## src/rtl/supv_pkg.sv

```systemverilog
package supv_pkg;

  // Convert a time amount (in 1/units_per_s seconds) to clock cycles.
  function automatic longint unsigned time_to_cycles(
    input longint unsigned amount,
    input longint unsigned clk_hz,
    input longint unsigned units_per_s,
    input bit              round_up
  );
    longint unsigned prod;
    prod = amount * clk_hz;
    if (round_up) return (prod + units_per_s - 1) / units_per_s;
    else          return prod / units_per_s;
  endfunction

  // Clamp a cycle count so every counter has at least one step.
  function automatic int unsigned at_least_one(input longint unsigned v);
    return (v < 1) ? 1 : int'(v);
  endfunction

endpackage

```

## src/rtl/supv_sync.sv

```systemverilog
module supv_sync #(
  parameter int unsigned STAGES  = 2,
  parameter logic        RST_VAL = 1'b1
) (
  input  logic clk,
  input  logic rst_n,
  input  logic d_i,
  output logic q_o
);

  logic [STAGES-1:0] sh_q;
  logic [STAGES-1:0] sh_d;

  always_comb begin
    sh_d = {sh_q[STAGES-2:0], d_i};
  end

  always_ff @(posedge clk or negedge rst_n) begin
    if (!rst_n) sh_q <= {STAGES{RST_VAL}};
    else        sh_q <= sh_d;
  end

  assign q_o = sh_q[STAGES-1];

endmodule

```

## src/rtl/supv_mr_qual.sv

```systemverilog
module supv_mr_qual #(
  parameter int unsigned QCYC = 1
) (
  input  logic clk,
  input  logic rst_n,
  input  logic mr_n_s_i,
  output logic mr_act_o
);

  localparam int unsigned   QW   = (QCYC < 2) ? 1 : $clog2(QCYC + 1);
  localparam logic [QW-1:0] LAST = QW'(QCYC - 1);

  logic [QW-1:0] cnt_q, cnt_d;
  logic          cnt_en;
  logic          act_q, act_d;

  always_comb begin
    if (mr_n_s_i) begin
      cnt_d  = '0;
      act_d  = 1'b0;
      cnt_en = (cnt_q != '0);
    end else begin
      act_d  = act_q | (cnt_q == LAST);
      cnt_d  = (cnt_q == LAST) ? cnt_q : cnt_q + 1'b1;
      cnt_en = (cnt_q != LAST);
    end
  end

  always_ff @(posedge clk or negedge rst_n) begin
    if (!rst_n) begin
      cnt_q <= '0;
      act_q <= 1'b0;
    end else begin
      if (cnt_en) cnt_q <= cnt_d;
      act_q <= act_d;
    end
  end

  assign mr_act_o = act_q;

endmodule

```

## src/rtl/supv_release_timer.sv

```systemverilog
module supv_release_timer #(
  parameter int unsigned TCYC = 1,
  parameter int unsigned CW   = 1
) (
  input  logic          clk,
  input  logic          rst_n,
  input  logic          cause_i,
  output logic          rel_o,
  output logic [CW-1:0] cnt_o
);

  localparam logic [CW-1:0] FULL = CW'(TCYC);
  localparam logic [CW-1:0] NEAR = CW'(TCYC - 1);

  logic [CW-1:0] cnt_q, cnt_d;
  logic          cnt_en;
  logic          rel_q, rel_d;

  always_comb begin
    if (cause_i) begin
      cnt_d  = '0;
      cnt_en = (cnt_q != '0);
      rel_d  = 1'b0;
    end else begin
      cnt_d  = (cnt_q == FULL) ? FULL : cnt_q + 1'b1;
      cnt_en = (cnt_q != FULL);
      rel_d  = (cnt_q >= NEAR);
    end
  end

  always_ff @(posedge clk or negedge rst_n) begin
    if (!rst_n) begin
      cnt_q <= '0;
      rel_q <= 1'b0;
    end else begin
      if (cnt_en) cnt_q <= cnt_d;
      rel_q <= rel_d;
    end
  end

  assign rel_o = rel_q;
  assign cnt_o = cnt_q;

endmodule

```

## src/rtl/supv_reset_gen.sv

```systemverilog
module supv_reset_gen #(
  parameter int unsigned CLK_HZ     = 100_000_000,
  parameter int unsigned TIMEOUT_US = 200_000,
  parameter int unsigned QUAL_NS    = 150,
  parameter int unsigned SYNC_STG   = 2
) (
  input  logic clk,
  input  logic rst_n,
  input  logic supply_ok_i,
  input  logic mr_n_i,
  output logic sys_rst_n_o,
  output logic sys_rst_o
);

  import supv_pkg::*;

  localparam int unsigned TMO_CYC  = at_least_one(time_to_cycles(
                                       TIMEOUT_US, CLK_HZ, 64'd1_000_000, 1'b0));
  localparam int unsigned QUAL_CYC = at_least_one(time_to_cycles(
                                       QUAL_NS, CLK_HZ, 64'd1_000_000_000, 1'b1));
  localparam int unsigned CW       = (TMO_CYC < 2) ? 1 : $clog2(TMO_CYC + 1);

  logic          mr_n_s;
  logic          mr_act;
  logic          cause;
  logic          rel;
  logic [CW-1:0] tmr_cnt;

  supv_sync #(
    .STAGES  (SYNC_STG),
    .RST_VAL (1'b1)
  ) u_mr_sync (
    .clk   (clk),
    .rst_n (rst_n),
    .d_i   (mr_n_i),
    .q_o   (mr_n_s)
  );

  supv_mr_qual #(
    .QCYC (QUAL_CYC)
  ) u_mr_qual (
    .clk      (clk),
    .rst_n    (rst_n),
    .mr_n_s_i (mr_n_s),
    .mr_act_o (mr_act)
  );

  always_comb begin
    cause = ~supply_ok_i | mr_act;
  end

  supv_release_timer #(
    .TCYC (TMO_CYC),
    .CW   (CW)
  ) u_tmr (
    .clk     (clk),
    .rst_n   (rst_n),
    .cause_i (cause),
    .rel_o   (rel),
    .cnt_o   (tmr_cnt)
  );

  assign sys_rst_n_o = rel;
  assign sys_rst_o   = ~rel;

endmodule

```

## config.mk

```make
export PLATFORM = sky130hd
export DESIGN_NAME = supv_reset_gen
export DESIGN_NICKNAME = d
export VERILOG_FILES = /design/src/rtl/supv_pkg.sv /design/src/rtl/supv_sync.sv /design/src/rtl/supv_mr_qual.sv /design/src/rtl/supv_release_timer.sv /design/src/rtl/supv_reset_gen.sv
export SDC_FILE = /design/constraint.sdc
export NUM_CORES = 1
export LEC_CHECK = 0
export BUFFER_PORTS_ARGS = -buffer_cell sky130_fd_sc_hd__clkbuf_2
export CAP_MARGIN = 20
export CORE_MARGIN = 2
export CORE_UTILIZATION = 30
export CTS_CLUSTER_DIAMETER = 50
export CTS_CLUSTER_SIZE = 20
export DETAILED_ROUTE_END_ITERATION = 6
export GPL_TIMING_DRIVEN = 0
export MAX_ROUTING_LAYER = met4
export PLACE_DENSITY = 0.47
export SETUP_SLACK_MARGIN = 0.05
export SLEW_MARGIN = 20
export SYNTH_ARGS = -nofsm -noshare
export SYNTH_HDL_FRONTEND = slang
export SYNTH_HIERARCHICAL = 1
export SYNTH_SLANG_ARGS = --single-unit
```

## constraint.sdc

```tcl
create_clock -name clk -period 2 [get_ports clk]
set_input_delay 0.1 -clock clk [delete_from_list [all_inputs] [get_ports clk]]
set_output_delay 0.1 -clock clk [all_outputs]
set_load 0.02 [all_outputs]
```

==> results.md, run 1 <==
- Worst-path maximum fanout: 5
- Wire length of the first global-routing pass: 6660 um
- Hold violation total from the final report: 0
- Sequential Power Share: ~50%
- DIE AREA: 0.00669 sq mm
- Placed insts: roughly 270
- Dominant combinational cell family by area after synthesis: simple AND/OR/NAND/NOR gates
- Synth top cells by count: sky130_fd_sc_hd__dfrtp_1, sky130_fd_sc_hd__nor2_1, sky130_fd_sc_hd__xor2_1
- Sw Pwr: ~0.46 mW
- Switching power share of the total: about 29%
- Post-Synth Adder-Cell Area: around 3.4%
- Wire length per cell: around 13 um
- Flop-to-flop setup slack: 0.16 ns
- Final critical delay including setup and external delays: between 1.5 and 2 ns
- Detail Route Antenna Nets: 0
- Share of Yosys cell area claimed by the top area cell type: a little over two fifths
- Compound-cell area share of the yosys netlist: 7.59%
- Proportion of power drawn by the clock network: approximately a third
- Top achievable clock speed: 0.545 GHz
- Post-synthesis share of cell area spent on xor and xnor gates: between 10% and 20%
- Most area-consuming cells after synthesis: sky130_fd_sc_hd__dfrtp_1, sky130_fd_sc_hd__xor2_1, sky130_fd_sc_hd__nor2_1, sky130_fd_sc_hd__nand3_1, sky130_fd_sc_hd__ha_1
- Synth Warn #: 6
- Largest net degree at the start of global routing: 34
- Share of the cycle needed by the critical path after routing: 91.8%
- Critical path class: flip-flop to flip-flop
- Pin slew with the least headroom to its limit: approximately 0.84 ns
- Initial DRT Pass Iterations: 4
- Flip-flop and latch count after synthesis: 33
- Internal power: 1.14 mW
- TritonCTS clock tree: done
- Area occupied by multi-input gates: around 910 sq um
- Number of nets in the final layout: between 200 and 250
- Max_cap viols: 0
- Final Util: between 30 and 40%
- Number of instances in the synthesized netlist: around 190
- Routability cong.: 0.823
- Sequential fraction of the synthesis area: between 40% and 50%
- Core region area: ~0.006 sq mm
- Post-synthesis simple-gate area fraction: 26.9%
- Antenna diode count: 0
- Most repeated cell in the gate-level netlist after synthesis: sky130_fd_sc_hd__dfrtp_1
- Count of fill cells added during filler insertion: ~600
- Port Buffers: 5
- Rel. slew slack: between 40% and 50%
- Footprint of the flip-flops and latches: 830 sq um
- Insertion delay of the later-clocked pin in the worst-skew pair: about 0.28 ns
- Via density per instance: 4.89
- Final Cell Area: around 0.0021 sq mm
- Post-synthesis mux area share: less than 1%
- Master cell of the clock root buffer: sky130_fd_sc_hd__clkbuf_8
- Area growth from synthesis to layout: 15.3%
- Hold/Removal Path Class: primary input to flip-flop
- Total of endpoints with negative setup slack in the final report: 0
- Number of global-route vias before repair: ~1,400
- Final Max Slew Viols: 0
- Pwr/cell area: about 760 mW/mm^2
- Routed vias: about 1,400
- Setup repair after global routing missed its margin: false
- Clock tree sinks: 33
- Aggregate routed wire length: about 3800 um
- Worst Clk Skew: slightly below 0.005 ns
- Synth Cell Area: roughly 0.0018 sq mm
- Fraction of power consumed by combinational cells: ~18%
- HPWL after DPL: 2540 um
- Post-synthesis net count: slightly below 200
- Setup crit end kind: flip-flop
- Distinct cells, synth: 45
- Antenna violations before repair: 0
- Share of async-settable or async-resettable flops after synthesis: between 90% and 100%
- Residual DRC count: 0
- Number of flops mapped to enable cells by yosys: 0
- Top Ports: 6
- Height of the die: ~82 um
- Static leakage power: ~0.91 nW
- Final standard cell count with taps included and fillers excluded: 283
- Run status: complete, no violations
- Startpoint type of the worst setup path: flip-flop
- Clock slew at reported path FFs: 0.07 ns
- Post-placement cell area: 0.00193 sq mm
- Ys flop type: sky130_fd_sc_hd__dfrtp_1
- Overall die width: around 82 um
- # rows: 28
- WP data required: between 2 and 2.5 ns
- GRT Overall Usage: 13.8%
- Arrival time of data at the critical path endpoint: between 2 and 2.5 ns
- Peak VDD IR: 0.000400 V
- Global-route congestion overflow total: 0
- Initial core utilization: 30.8%
- CTS Buf Count: 5
- Share of post-route cells with drive strength above 1: between 10% and 20%
- Buffer levels on the longest clock path: 2
- Final setup TNS: 0 ns
- Number of violations reported at the end of detailed-routing iteration 0: between 80 and 90
- Post-Synthesis Mean Instance Area: about 9.6 sq um
- Area leader, netlist: sky130_fd_sc_hd__dfrtp_1
- Count of H-tree levels built during CTS: 2
[path summary, 6_finish.rpt]
path	from	end	depth (start not counted)
hold / removal	supply_ok_i	u_tmr/rel_o	5
hold reg to reg	u_mr_sync/sh_q[0]	u_mr_sync/sh_q[1]	0
setup reg to reg	u_tmr/cnt_o[0]	u_tmr/cnt_o[10]	8
max in group asynchronous	rst_n	u_tmr/cnt_o[14]	2
setup / recovery	u_tmr/cnt_o[0]	u_tmr/cnt_o[10]	8
min in group asynchronous	rst_n	u_tmr/cnt_o[7]	2
[flip-flops by register name, indices dropped and copies added (netlist names)]
name,cells
u_tmr/cnt_o,25
u_mr_qual/mr_act_o,1
u_mr_qual/cnt_q,4
u_mr_sync/sh_q,2
u_tmr/rel_o,1
[per-stage QoR]
stage	hold slack (ns)	worst slack [ns]	total power [mW]
2_1_floorplan	-0.196	0.212	1.01
3_3_place_gp	0.188	-0.0168	1.08
3_5_place_dp	0.190	-0.0207	1.09
4_1_cts	0.229	0.102	1.62
5_1_grt	0.297	0.0509	1.71
6_report	0.229	0.164	1.60
[critical path, cell delays in order (launching register included)]
cell	delay, ns
sky130_fd_sc_hd__dfrtp_1	0.39
sky130_fd_sc_hd__inv_1	0.09
sky130_fd_sc_hd__ha_1	0.19
sky130_fd_sc_hd__nor4b_2	0.15
sky130_fd_sc_hd__nand3b_1	0.16
sky130_fd_sc_hd__nor4_4	0.05
sky130_fd_sc_hd__buf_4	0.15
sky130_fd_sc_hd__or3_2	0.44
sky130_fd_sc_hd__a21oi_1	0.14
[area by class of cell]
class                      count  share of cell area, %
inverter                       9                   1.61
multi-input combinational    139                   43.5
timing repair buffer          11                   3.59
sequential                    33                   39.7
buffer                         8                   2.87
clock buffer                   8                   4.31
tap                           75                   4.49
[repair_timing]
action / 4_1_cts / 5_1_grt
hold buffers: 2 / 0
pin swaps: 1 / 4
resized for setup: 1 / 3
endpoints found under the setup margin: 11 / 17
buffers inserted: 1 / 3
endpoints found under the hold margin: 32 / 0
[cells in the final DEF, fill, tap and decap left out, types with 5 or more instances in the layout]
cell,instances
sky130_fd_sc_hd__dfrtp_1,30
sky130_fd_sc_hd__nor2_1,27
sky130_fd_sc_hd__xor2_1,17
sky130_fd_sc_hd__nand3_1,15
sky130_fd_sc_hd__nand2_1,12
sky130_fd_sc_hd__inv_1,9
sky130_fd_sc_hd__nand4_1,8
sky130_fd_sc_hd__clkbuf_8,6
sky130_fd_sc_hd__clkbuf_2,6
sky130_fd_sc_hd__a21oi_1,5
sky130_fd_sc_hd__nor3_1,5
sky130_fd_sc_hd__ha_1,5
sky130_fd_sc_hd__xnor2_1,5
[per-layer routing]
metal / vias to the layer above / wire length (um) / global-route usage, %
li1: 688 / - / -
met2: 21 / 1650 / 19.5
met5: - / 0 / -
met3: 7 / 113 / 3.30
met4: 0 / 78 / 7.00
met1: 668 / 1950 / 18.3
[cell families after synthesis]
kind of cell	after synthesis
AND/OR/NAND/NOR	90
flip-flops	33
XOR/XNOR	22
AO/OA/AOI/OAI	21
buffers and inverters	17
adder cells (fa/ha/maj)	5
multiplexers	1
[power by group through the flow]
| stage | Combinational [mW] | Sequential [mW] | Clock, mW |
|---|---|---|---|
| 4_1_cts | 0.282 | 0.795 | 0.545 |
| 3_5_place_dp | 0.279 | 0.807 | 0 |
| 2_1_floorplan | 0.217 | 0.790 | 0 |
| 6_report | 0.282 | 0.797 | 0.518 |
| 5_1_grt | 0.326 | 0.811 | 0.578 |
| 3_3_place_gp | 0.276 | 0.808 | 0 |
(Power assumes the default switching activity.)
==> run 2: changes to the inputs <==
ABC_AREA = 1   (was not set)
CORE_ASPECT_RATIO = 2   (was not set)
==> run 2 against run 1 <==
  * First-iteration DRC count shrank 6.2%
  * Sequential cell count is the same
  * Count of clock-buffer cells in the layout shrank 3
  * Non-clock buffer count shrank 10
  * Clock skew grew 0.00053 ns
  * Largest cell class unchanged
==> results.md, run 2 <==
- Detail Route Antenna Nets: 0
- Initial DRT Pass Iterations: 4
- Post-Synthesis Mean Instance Area: 7.27 sq um
- TritonCTS clock tree: done
- Clock tree sinks: 33
- Critical path class: flip-flop to flip-flop
- Port Buffers: 5
- Total number of cells along the worst setup path: 6
- Post-synthesis simple-gate area fraction: approximately two fifths
- Global-route congestion overflow total: 0
- Clock slew at reported path FFs: ~0.060 ns
- Pin slew with the least headroom to its limit: 0.858 ns
- Most repeated cell in the gate-level netlist after synthesis: sky130_fd_sc_hd__nand2_1
- Share of the cycle needed by the critical path after routing: a little over 80%
- Synth Warn #: 6
- Startpoint type of the worst setup path: flip-flop
- Antenna diode count: 0
- Aggregate routed wire length: 5800 um
- Standard cell with the maximum stage delay on the critical path: sky130_fd_sc_hd__dfrtp_1
- Hold violation total from the final report: 0
- Most area-consuming cells after synthesis: sky130_fd_sc_hd__dfrtp_1, sky130_fd_sc_hd__nand2_1, sky130_fd_sc_hd__nor2_1, sky130_fd_sc_hd__inv_1, sky130_fd_sc_hd__nand3_1
- Sequential fraction of the synthesis area: 39.0%
- Post-synthesis mux area share: 0%
- Compound-cell area share of the yosys netlist: under 10%
- # rows: 43
- DIE AREA: 0.00781 sq mm
- Number of flops mapped to enable cells by yosys: 0
- Routed vias: between 1,500 and 2,000
- Master cell of the clock root buffer: sky130_fd_sc_hd__clkbuf_16
- Worst hold margin: 0.332 ns
- Footprint of the flip-flops and latches: 828 sq um
- Setup repair after global routing missed its margin: false
- Worst path cell trace: ha_1 > nand3_2 > nor2_4 > nand2_1 > o21ai_0 > a21oi_1
- Via density per instance: approximately 4.6
- Setup crit end kind: flip-flop
- Initial core utilization: between 30% and 40%
- Pwr/cell area: roughly 770 mW/mm^2
- Path depth of the worst reg2reg path: 6
- Number of global-route vias before repair: 1,851
- Buffer and inverter count on the worst path: 0
- Final setup TNS: 0 ns
- Flip-flop and latch count after synthesis: 33
- Static leakage power: 1.08 nW
- Area occupied by multi-input gates: 0.00113 sq mm
- Ys flop type: sky130_fd_sc_hd__dfrtp_1
- Endpoint with the worst hold slack: u_tmr/cnt_o[0]
- Worst-path maximum fanout: 6
- Cell depth of the worst min-delay path: 5
- Wire length of the first global-routing pass: 9270 um
- Area leader, netlist: sky130_fd_sc_hd__dfrtp_1
- Share of async-settable or async-resettable flops after synthesis: 100%
- Hold/Removal Path Class: primary input to flip-flop
- Buffers inserted during post-CTS setup optimization: 0
- Dominant combinational cell family by area after synthesis: simple AND/OR/NAND/NOR gates
- Arrival time of data at the critical path endpoint: between 1.5 and 2 ns
- CTS Buf Count: 5
- Total of endpoints with negative setup slack in the final report: 0
- Flop-to-flop setup slack: about 0.34 ns
- Leading cell type in the layout, fill and taps excluded: sky130_fd_sc_hd__nand2_1
- Wire length per cell: about 15 um
- Synth Cell Area: between 0.002 and 0.0025 sq mm
- Worst Clk Skew: between 0.005 and 0.006 ns
- Share of post-route cells with drive strength above 1: ~14%
- Source of the worst hold timing path: supply_ok_i
- Post-synthesis share of cell area spent on xor and xnor gates: under 10%
- Kind of cell adding the most delay to the critical path: simple AND/OR/NAND/NOR gates
- Reg2Reg Capture Point: u_tmr/cnt_o[14]
- Leading cell types in the layout, fill and taps excluded: sky130_fd_sc_hd__nand2_1, sky130_fd_sc_hd__nor2_1, sky130_fd_sc_hd__inv_1
- Number of violations reported at the end of detailed-routing iteration 0: between 70 and 80
- Post-synthesis net count: ~300
- Final critical delay including setup and external delays: between 1.5 and 2 ns
- Run status: complete, no violations
- Count of H-tree levels built during CTS: 2
- Final Max Slew Viols: 0
- Buffer levels on the longest clock path: 2
- Worst r2r src: u_tmr/cnt_o[0]
- Height of the die: ~120 um
- Critical Path Max Stage Delay: between 0.4 and 0.5 ns
- Max_cap viols: 0
- Peak VDD IR: 0.000453 V
- Distinct cells, synth: 28
- Antenna violations before repair: 0
- Core region area: ~0.0069 sq mm
- Top achievable clock speed: slightly above 0.6 GHz
- Count of fill cells added during filler insertion: approximately 800
- Share of Yosys cell area claimed by the top area cell type: a little over a third
- Rel. slew slack: between 40 and 50%
- Flip-flop count of the largest register after layout: 25
- Number of instances in the synthesized netlist: slightly below 300
- HPWL after DPL: between 4000 and 5000 um
- GRT Overall Usage: about 17%
- Post-Synth Adder-Cell Area: 2.95%
- Overall die width: 63.5 um
- Residual DRC count: 0
- Routability cong.: roughly 0.9
- Area growth from synthesis to layout: 15.5%
- Synth top cells by count: sky130_fd_sc_hd__nand2_1, sky130_fd_sc_hd__nor2_1, sky130_fd_sc_hd__inv_1
- WP data required: 2.17 ns
- Largest net degree at the start of global routing: 34
- Top Ports: 6
- Number of nets in the final layout: 315
- Insertion delay of the later-clocked pin in the worst-skew pair: 0.29 ns
==> run 2: cell count changes after synthesis, sizes merged, moves of 7 or more <==
cell,delta
nand3,+10
inv,+31
nand2,+73
nor2,+31
xor2,-7
==> run 2: timing repair <==
action                                 CTS  global route
gates resized for setup                  0             0
hold buffers                             2             0
endpoints found under the hold margin   32             0
==> run 2: worst max-delay path by stage <==
stage                              start         endpoint  slack (ns)
after floorplan           u_tmr/cnt_o[0]  u_tmr/cnt_o[10]        0.62
after global placement    u_tmr/cnt_o[0]  u_tmr/cnt_o[10]        0.34
after detailed placement  u_tmr/cnt_o[0]  u_tmr/cnt_o[10]        0.35
after CTS                 u_tmr/cnt_o[0]  u_tmr/cnt_o[10]        0.34
after global routing      u_tmr/cnt_o[0]  u_tmr/cnt_o[14]        0.24
final                     u_tmr/cnt_o[0]  u_tmr/cnt_o[14]        0.34
==> run 2: final cells by class <==
class | instances | share of cell area, %
multi-input cells | 217 | 46.3
inverters | 40 | 6.22
plain buffers | 2 | 0.306
well taps | 90 | 4.59
clock buffers | 5 | 5.10
flip-flops and latches | 33 | 33.8
clock inverters | 3 | 1.89
repair buffers | 7 | 1.84
==> run 2: worst register-to-register path: cells and delay by family, from the launching register on <==
kind / cells / cell delay (ns)
and+or+nand+nor: 3 / 0.63
DFF: 1 / 0.41
adders and majority gates: 1 / 0.23
AOI/OAI and AO/OA: 2 / 0.27
==> run 2: where the power goes <==
group | total, mW | switching [mW] | internal, mW | leakage (nW)
sequential | 0.771 | 0.0576 | 0.713 | 0.447
combinational | 0.208 | 0.122 | 0.0858 | 0.558
clock | 0.915 | 0.326 | 0.590 | 0.0800
total | 1.89 | 0.505 | 1.39 | 1.08
==> run 2: cells by family (layout without fill, tap and decap cells) <==
kind of cell,Yosys count,after routing
DFF,33,33
buffers and inverters,42,57
and+or+nand+nor,185,185
AOI/OAI and AO/OA,14,14
xor gates and xnor gates,13,13
adders and majority gates,5,5
==> run 2: per-stage QoR <==
step	instance area [sq um]	power (mW)	util, %	worst slack, ns	instances
global placement	2260	0.992	32.8	0.337	387
CTS	2450	1.92	35.6	0.341	397
global route	2450	1.99	35.6	0.235	397
floorplan	2120	0.926	-	0.618	292
detailed placement	2260	0.995	32.8	0.349	387
finish	2450	1.89	35.6	0.343	397
==> run 2: metal layers <==
metal	part of all wire, %	global-route usage (%)	wire length [um]	vias up
met3	2.3	1.91	133	22
met4	6.7	12.8	391	0
met2	58	33.0	3360	40
li1	-	-	-	926
met1	33	14.4	1910	855
met5	0	-	0	-
